--- config.mk ---
export PLATFORM = sky130hd
export DESIGN_NAME = ipc_mailbox
export DESIGN_NICKNAME = d
export VERILOG_FILES = /design/src/rtl/mbx_pkg.sv /design/src/rtl/mbx_decode.sv /design/src/rtl/mbx_flag_cell.sv /design/src/rtl/mbx_ptr_reg.sv /design/src/rtl/ipc_mailbox.sv
export SDC_FILE = /design/constraint.sdc
export NUM_CORES = 1
export LEC_CHECK = 0
export CELL_PAD_IN_SITES_DETAIL_PLACEMENT = 0
export CELL_PAD_IN_SITES_GLOBAL_PLACEMENT = 1
export CORE_UTILIZATION = 45
export CTS_BUF_LIST = sky130_fd_sc_hd__clkbuf_4 sky130_fd_sc_hd__clkbuf_8
export CTS_CLUSTER_DIAMETER = 100
export CTS_CLUSTER_SIZE = 14
export DETAILED_ROUTE_END_ITERATION = 10
export DONT_BUFFER_PORTS = 1
export GPL_TIMING_DRIVEN = 1
export PLACE_DENSITY = 0.77
export SYNTH_ARGS = -nofsm -noshare
export SYNTH_HDL_FRONTEND = slang
export SYNTH_SLANG_ARGS = --single-unit
--- constraint.sdc ---
create_clock -name clk -period 2.2 [get_ports clk]
set_clock_uncertainty 0.15 [all_clocks]
set_input_delay 0.44 -clock clk [delete_from_list [all_inputs] [get_ports clk]]
set_output_delay 0.44 -clock clk [all_outputs]
set_load 0.05 [all_outputs]
--- src/rtl/mbx_pkg.sv ---
package mbx_pkg;

    typedef enum logic [1:0] {
        SEL_REQ  = 2'd0,
        SEL_FLAG = 2'd1,
        SEL_REP  = 2'd2,
        SEL_NONE = 2'd3
    } mbx_sel_e;

    typedef enum logic {
        FLAG_IDLE   = 1'b0,
        FLAG_RAISED = 1'b1
    } flag_state_e;

    localparam int unsigned NUM_FLAGS = 3;

    // bit position in the flag word of flag cell idx
    function automatic int unsigned flag_pos(input int unsigned idx);
        return (idx == 0) ? 0 : ((idx == 1) ? 2 : 4);
    endfunction

    // flag cell idx is raised by the host (else by the I/O side)
    function automatic bit flag_host_raises(input int unsigned idx);
        return idx == 0;
    endfunction

endpackage

--- src/rtl/mbx_decode.sv ---
module mbx_decode
    import mbx_pkg::*;
#(
    parameter int unsigned ADDR_W   = 15,
    parameter int unsigned DECODE_W = 10
) (
    input  logic [ADDR_W-1:0] addr,
    output mbx_sel_e          sel
);
    localparam int unsigned SLOT_W = DECODE_W - 2;

    logic [SLOT_W-1:0] slot;
    logic              unused_bits;

    assign slot        = addr[DECODE_W-1:2];
    assign unused_bits = ^{addr[ADDR_W-1:DECODE_W], addr[1:0]};

    always_comb begin
        unique case (slot)
            SLOT_W'(0): sel = SEL_REQ;
            SLOT_W'(1): sel = SEL_FLAG;
            SLOT_W'(2): sel = SEL_REP;
            default:    sel = SEL_NONE;
        endcase
    end
endmodule

--- src/rtl/mbx_flag_cell.sv ---
module mbx_flag_cell
    import mbx_pkg::*;
(
    input  logic clk,
    input  logic rst_n,
    input  logic raise,
    input  logic drop,
    output logic raised
);
    flag_state_e state_q, state_d;

    always_ff @(posedge clk or negedge rst_n) begin
        if (!rst_n) state_q <= FLAG_IDLE;
        else        state_q <= state_d;
    end

    always_comb begin
        state_d = state_q;
        unique case (state_q)
            FLAG_IDLE:   if (raise)          state_d = FLAG_RAISED;
            FLAG_RAISED: if (drop && !raise) state_d = FLAG_IDLE;
            default:                         state_d = FLAG_IDLE;
        endcase
    end

    always_comb begin
        unique case (state_q)
            FLAG_RAISED: raised = 1'b1;
            default:     raised = 1'b0;
        endcase
    end
endmodule

--- src/rtl/mbx_ptr_reg.sv ---
module mbx_ptr_reg #(
    parameter int unsigned DATA_W     = 32,
    parameter int unsigned ALIGN_BITS = 2
) (
    input  logic              clk,
    input  logic              rst_n,
    input  logic              wr,
    input  logic [DATA_W-1:0] wdata,
    output logic [DATA_W-1:0] q
);
    localparam int unsigned KEEP_W = DATA_W - ALIGN_BITS;

    logic [KEEP_W-1:0] hi_q;

    always_ff @(posedge clk or negedge rst_n) begin
        if (!rst_n)  hi_q <= '0;
        else if (wr) hi_q <= wdata[DATA_W-1:ALIGN_BITS];
    end

    generate
        if (ALIGN_BITS > 0) begin : g_align
            logic unused_lo;
            assign unused_lo = ^wdata[ALIGN_BITS-1:0];
            assign q = {hi_q, {ALIGN_BITS{1'b0}}};
        end else begin : g_plain
            assign q = hi_q;
        end
    endgenerate
endmodule

--- src/rtl/ipc_mailbox.sv ---
module ipc_mailbox
    import mbx_pkg::*;
#(
    parameter int unsigned ADDR_W   = 15,
    parameter int unsigned DECODE_W = 10,
    parameter int unsigned DATA_W   = 32
) (
    input  logic              clk,
    input  logic              rst_n,
    input  logic [ADDR_W-1:0] h_addr,
    input  logic              h_we,
    input  logic [DATA_W-1:0] h_wdata,
    output logic [DATA_W-1:0] h_rdata,
    input  logic [ADDR_W-1:0] i_addr,
    input  logic              i_we,
    input  logic [DATA_W-1:0] i_wdata,
    output logic [DATA_W-1:0] i_rdata,
    output logic              irq_to_iop,
    output logic              irq_to_host
);
    mbx_sel_e          h_sel, i_sel;
    logic              h_flag_wr, i_flag_wr;
    logic [DATA_W-1:0] req_ptr_q, rep_ptr_q, flag_word;
    logic [NUM_FLAGS-1:0] flag_raised;

    mbx_decode #(.ADDR_W(ADDR_W), .DECODE_W(DECODE_W)) u_h_dec (.addr(h_addr), .sel(h_sel));
    mbx_decode #(.ADDR_W(ADDR_W), .DECODE_W(DECODE_W)) u_i_dec (.addr(i_addr), .sel(i_sel));

    assign h_flag_wr = h_we && (h_sel == SEL_FLAG);
    assign i_flag_wr = i_we && (i_sel == SEL_FLAG);

    mbx_ptr_reg #(.DATA_W(DATA_W), .ALIGN_BITS(2)) u_req_ptr (
        .clk(clk), .rst_n(rst_n),
        .wr(h_we && (h_sel == SEL_REQ)), .wdata(h_wdata), .q(req_ptr_q)
    );

    mbx_ptr_reg #(.DATA_W(DATA_W), .ALIGN_BITS(2)) u_rep_ptr (
        .clk(clk), .rst_n(rst_n),
        .wr(i_we && (i_sel == SEL_REP)), .wdata(i_wdata), .q(rep_ptr_q)
    );

    generate
        for (genvar g = 0; g < NUM_FLAGS; g++) begin : g_flag
            localparam int unsigned POS = flag_pos(g);
            logic raise_req, drop_req;
            if (flag_host_raises(g)) begin : g_host_owned
                assign raise_req = h_flag_wr && h_wdata[POS];
                assign drop_req  = i_flag_wr && i_wdata[POS];
            end else begin : g_iop_owned
                assign raise_req = i_flag_wr && i_wdata[POS];
                assign drop_req  = h_flag_wr && h_wdata[POS];
            end
            mbx_flag_cell u_cell (
                .clk(clk), .rst_n(rst_n),
                .raise(raise_req), .drop(drop_req), .raised(flag_raised[g])
            );
        end
    endgenerate

    always_comb begin
        flag_word = '0;
        for (int unsigned k = 0; k < NUM_FLAGS; k++) begin
            flag_word[flag_pos(k)] = flag_raised[k];
        end
    end

    function automatic logic [DATA_W-1:0] read_mux(input mbx_sel_e s);
        unique case (s)
            SEL_REQ:  return req_ptr_q;
            SEL_FLAG: return flag_word;
            SEL_REP:  return rep_ptr_q;
            default:  return '0;
        endcase
    endfunction

    assign h_rdata     = read_mux(h_sel);
    assign i_rdata     = read_mux(i_sel);
    assign irq_to_iop  = flag_raised[0];
    assign irq_to_host = |flag_raised[NUM_FLAGS-1:1];
endmodule

After elaboration in Yosys (flattened, before gate mapping)
Index checks and enable logic that the tools add are counted.
- add/sub/neg operators: 0
- $mul: 0
- div/mod/pow operators: 0
- $lt $le $gt $ge: 0
- equal/unequal tests: 8
- shifts and indexed selects: 0
- muxes and demuxes: 16
- bitwise operators: 3
- reduce and logical (&&, ||, !) cells: 21
- operators by type and width (kind ; number):
    32-bit case mux with 3 select lines ; 2
    8-bit by 1-bit equality test with 1-bit output (second input constant) ; 2
    8-bit by 2-bit equality test with 1-bit output (second input constant) ; 2
    8-bit zero test ; 2
    1-bit logical AND ; 13
    2-bit case mux with 3 select lines ; 2
    1-bit two-way mux ; 9
    1-bit case mux with 2 select lines ; 3
    2-bit by 1-bit equality test with 1-bit output (second input constant) ; 2
    2-bit equality test (second input constant) ; 2
    2-bit zero test ; 2
    1-bit zero test ; 3
    1-bit NOT ; 3
    2-bit OR reduction ; 1
- flip-flop bits (word level): 63
- latch bits: 0
- RAM bits: 0
- ROM bits: 0
- bits of input ports: 98
- memories kept: 0

Depth between registers and ports, before layout
- depth after elaboration: 9
- gate-level depth with buffers: 6
- depth with buffers taken out: 3

Cells and area by module
A second synthesis with hierarchy kept.
- cells, all modules: 307
- area total of the unflattened synthesis: 3851.2 um^2
- by module, submodules not included (module ; instances ; cells each ; area an instance (um^2) ; sequential area each (um^2)):
    mbx_ptr_reg ; 2 ; 66 ; 1253.7 ; 750.7
    ipc_mailbox ; 1 ; 156 ; 1174.9 ; 0.0
    mbx_flag_cell ; 3 ; 3 ; 36.3 ; 25.0
    mbx_decode ; 2 ; 5 ; 30.0 ; 0.0

Least setup slack after synthesis
Ideal clock, no wire load.
- path type: input to output
- start point: input port i_addr[5]
- end point: output port i_rdata[0]
- arrival time: 2.118 ns
- setup slack: -0.508 ns
- cell stages on the path: 2
- cells stage by stage: or4_4 nor3_1
- word-level cells in the longest chain between the ends: 4
- elaborated cells on any way between the ends: 8
- those cells by class: eq/ne: 4; mux: 2; reduce/logical: 2
- RTL lines (element ; line ; text):
    start, declared ; ipc_mailbox.sv:14 ; input logic [ADDR_W-1:0] i_addr,
    8-bit by 2-bit equality test with 1-bit output, or another cell as far along ; mbx_decode.sv:19 ; unique case (slot)
    2-bit case mux with 3 select lines (*) ; mbx_decode.sv:19 ;
    2-bit equality test, or another cell as far along ; ipc_mailbox.sv:68 ; unique case (s)
    32-bit case mux with 3 select lines (*) ; ipc_mailbox.sv:68 ;
    end, declared ; ipc_mailbox.sv:17 ; output logic [DATA_W-1:0] i_rdata,
Every way passes the cells marked *; elsewhere a longest branch is shown, timed or not.

Worst setup path after layout
- start point: input port i_addr[5]
- end point: output port i_rdata[5]
The elaborated chain is that of the path after synthesis.

==> results.py <==
metrics = {
    "sta": {
        "rsz0062_at_grt": "yes",
        "finalHoldViolCount": 0,
        "setup_viol": 28,
        "report.final.slew_viol_count": 0,
        "min_period_ns": 2.39,
        "fmax_ghz": 0.419,
        "fin_hold_ws_ns": 0.0881,
        "fin_crit_sh_pct": 109,
        "worst_slack_ns": -0.188,
    },
    "global_routing": {
        "grt_max_degree": 64,
        "antenna_found_initial": 0,
        "grt_pass1_vias": 2320,
        "grt_usage_pct": 23.1,
        "grt_pass1_wl_um": 12700,
        "grt_overflow": 0,
    },
    "route": {
        "route.met3.wl_um": 585,
        "postRouteAntennaNets": 0,
        "dr_wl_met2_um": 4140,
        "wl_met1_um": 3600,
        "routed_wl_um": 8440,
        "drt_iter0_markers": 91,
        "highest_layer": "met4",
        "drt-pass1-iter-count": 4,
        "viasPerCell": 5.86,
        "vias": 2286,
        "route.detailed.drc": 0,
        "avgRoutedWirePerCell_um": 21.6,
    },
    "floorplanning": {
        "ios": 164,
        "die_w_um": 86.5,
        "die_y_um": 86.5,
        "dieArea_um2": 7490,
        "coreArea_um2": 6830,
        "start_util_pct": 47.1,
        "rows": 30,
    },
    "setup_path": {
        "endpoint_kind": "output port",
        "timing.rr.start": "u_req_ptr.hi_q[14]",
        "path_class": "in2out",
        "cp_common_cell": "buf_12",
        "worst-path-max-fanout": 6,
        "critPathLaunchType": "input pin",
        "crit_path_top_delay_cell": "or4_4",
        "ff2ff_path_depth": 1,
        "cp_cell_sequence": "or4_4 > nor3_4 > buf_6 > buf_12 > buf_12 > a22o_4",
        "cp.required_ns": 1.61,
        "slowest_delay_ns": 0.54,
        "r2r-end": "u_req_ptr.hi_q[14]",
        "arrival_ns": 1.80,
        "r2r_setup_slack_ns": 1.23,
    },
    "placement": {
        "place_hpwl_um": 5750,
        "dpl_cell_area_um2": 4080,
        "io_buffers": 0,
        "place_ws_ns": -0.216,
        "globalplace.congestion": 0.742,
    },
    "power_and_ir_drop": {
        "p_per_area_nw_per_um2": 533,
        "p_int_mw": 1.81,
        "clkPwrFrac_pct": 41.7,
        "ir_drop_mv": 0.323,
        "seq_power_share_pct": 52.3,
        "p_switching_mw": 0.628,
        "swShare_pct": 25.8,
        "pwr-share-comb_pct": 6.0,
        "p_leak_nw": 2.31,
    },
    "layout": {
        "antennaDiodeCount": 0,
        "fin_area_um2": 4570,
        "layout-drive-gt1-share_pct": 63.9,
        "nNetsFinal": 387,
        "area_growth_pct": 42.3,
        "post-route-util_pct": 67.0,
    },
    "clock_tree": {
        "cts_buffers": 9,
        "cts.sinks": 63,
        "cts_max_level": 3,
        "clkLatencyLatePin_ns": 0.34,
        "cts.reportedPaths.clkPinSlew_ns": 0.07,
        "clk_path_buf_depth": 2,
        "cts_tree": "done",
        "cts_root_buf": "clkbuf_8",
    },
    "min_path": {
        "min_to": "g_flag[2].u_cell.state_q",
        "hold_path.class": "in2reg",
        "hold_depth": 1,
        "hold_start": "i_wdata[4]",
    },
    "logic_synthesis": {
        "ys_ff_latch": 63,
        "synth_edf_count": 0,
        "ys_async_sr_fraction_pct": 100,
        "syn_area_um2": 3220,
        "seq_area_frac_synth_pct": 49.0,
        "syn_inst": 247,
        "synth_cell_types": 30,
        "synth_ff_type": "dfrtp_1",
        "syn_area_per_cell_um2": 13.0,
        "yosysWarnings": 0,
    },
    "outcome": {
        "status": "complete, but fails checks",
        "violations": "negative setup slack",
    },
    "flow_run": {
        "max_cap_violations": 0,
    },
}
cells in the mapped netlist, types with 3 or more instances:
library cell,instances,area (µm²)
mux2_2,60,676
mux2i_1,4,40.0
nor3_1,4,20.0
nor2_1,4,15.0
a22o_2,28,280
a22o_1,30,263
nand4_1,4,25.0
dfrtp_1,63,1580
buf_6,3,33.8
nand2_1,8,30.0
clkbuf_1,4,15.0
or2_2,3,18.8
buf_2,10,50.1
how the worst max path moves through the flow:
stage / start / to / slack [ns]
6_report: i_addr[5] / i_rdata[5] / -0.19
5_1_grt: i_addr[5] / i_rdata[5] / -0.23
4_1_cts: i_addr[5] / i_rdata[18] / -0.20
3_5_place_dp: i_addr[5] / i_rdata[5] / -0.22
3_3_place_gp: i_addr[5] / i_rdata[6] / -0.21
2_1_floorplan: i_addr[5] / i_rdata[15] / -0.19
placed cells by master (no fill, tap or decap), types with 2 or more instances in the layout:
master / n
mux2i_1: 4
a21oi_2: 2
a2bb2oi_1: 2
mux2_2: 60
nor2_1: 4
nand2_1: 8
clkinvlp_4: 2
nor3_1: 2
nor2b_1: 2
conb_1: 2
clkbuf_8: 9
clkinv_2: 2
buf_12: 25
a22o_4: 50
buf_4: 20
nand4_1: 4
dfrtp_1: 63
nor3_4: 2
a22o_1: 8
buf_6: 3
or2_2: 3
stage by stage:
step                TNS (ns)  power (mW)  cells
floorplan              -5.19        1.38    248
global placement       -3.90        1.40    360
detailed placement     -4.24        1.41    360
CTS                    -4.15        2.47    383
global route           -5.06        2.53    390
finish                 -3.85        2.44    390
flip-flops by register name, summed over array words and instances (netlist names):
register / cells
u_req_ptr.hi_q: 30
g_flag.u_cell.state_q: 3
u_rep_ptr.hi_q: 30
cells by family after synthesis:
family / count (synthesis) / synth area share, %
muxes: 64 / 22.3
AOI/OAI and AO/OA: 63 / 18.0
DFF: 63 / 49.0
and+or+nand+nor: 36 / 6.97
buffers and inverters: 20 / 3.66
other: 1 / 0.117
worst max-delay path, delay by kind of cell:
family	cells	cell delay [ns]
simple gates	2	0.74
buf+inv	3	0.38
compound gates	1	0.22
cell type report:
class / count / area [µm²]
fill: 522 / 2260
multi-input combinational: 165 / 1960
sequential: 63 / 1580
timing repair buffer: 50 / 722
clock buffer: 9 / 124
tap: 96 / 120
clock inverter: 7 / 72.6
power groups by stage:
stage / clock (mW) / combinational [mW] / sequential, mW
3_5_place_dp: 0 / 0.115 / 1.29
4_1_cts: 1.05 / 0.148 / 1.27
5_1_grt: 1.09 / 0.161 / 1.28
2_1_floorplan: 0 / 0.0998 / 1.28
6_report: 1.02 / 0.147 / 1.27
3_3_place_gp: 0 / 0.110 / 1.29
routing by layer:
layer | vias to the layer above | global-route usage [%]
met4 | 0 | 7.42
met2 | 94 | 38.1
li1 | 1046 | -
met5 | - | 0
met1 | 1136 | 29.3
met3 | 10 | 7.05
repair_timing:
item	in CTS	in global routing
buffers inserted	3	9
gates resized for setup	11	5
setup endpoints to repair	28	36
endpoints found under the hold margin	63	0
pin swaps	9	9
hold buffers	2	0
cloned	2	0
(Power assumes the default switching activity.)
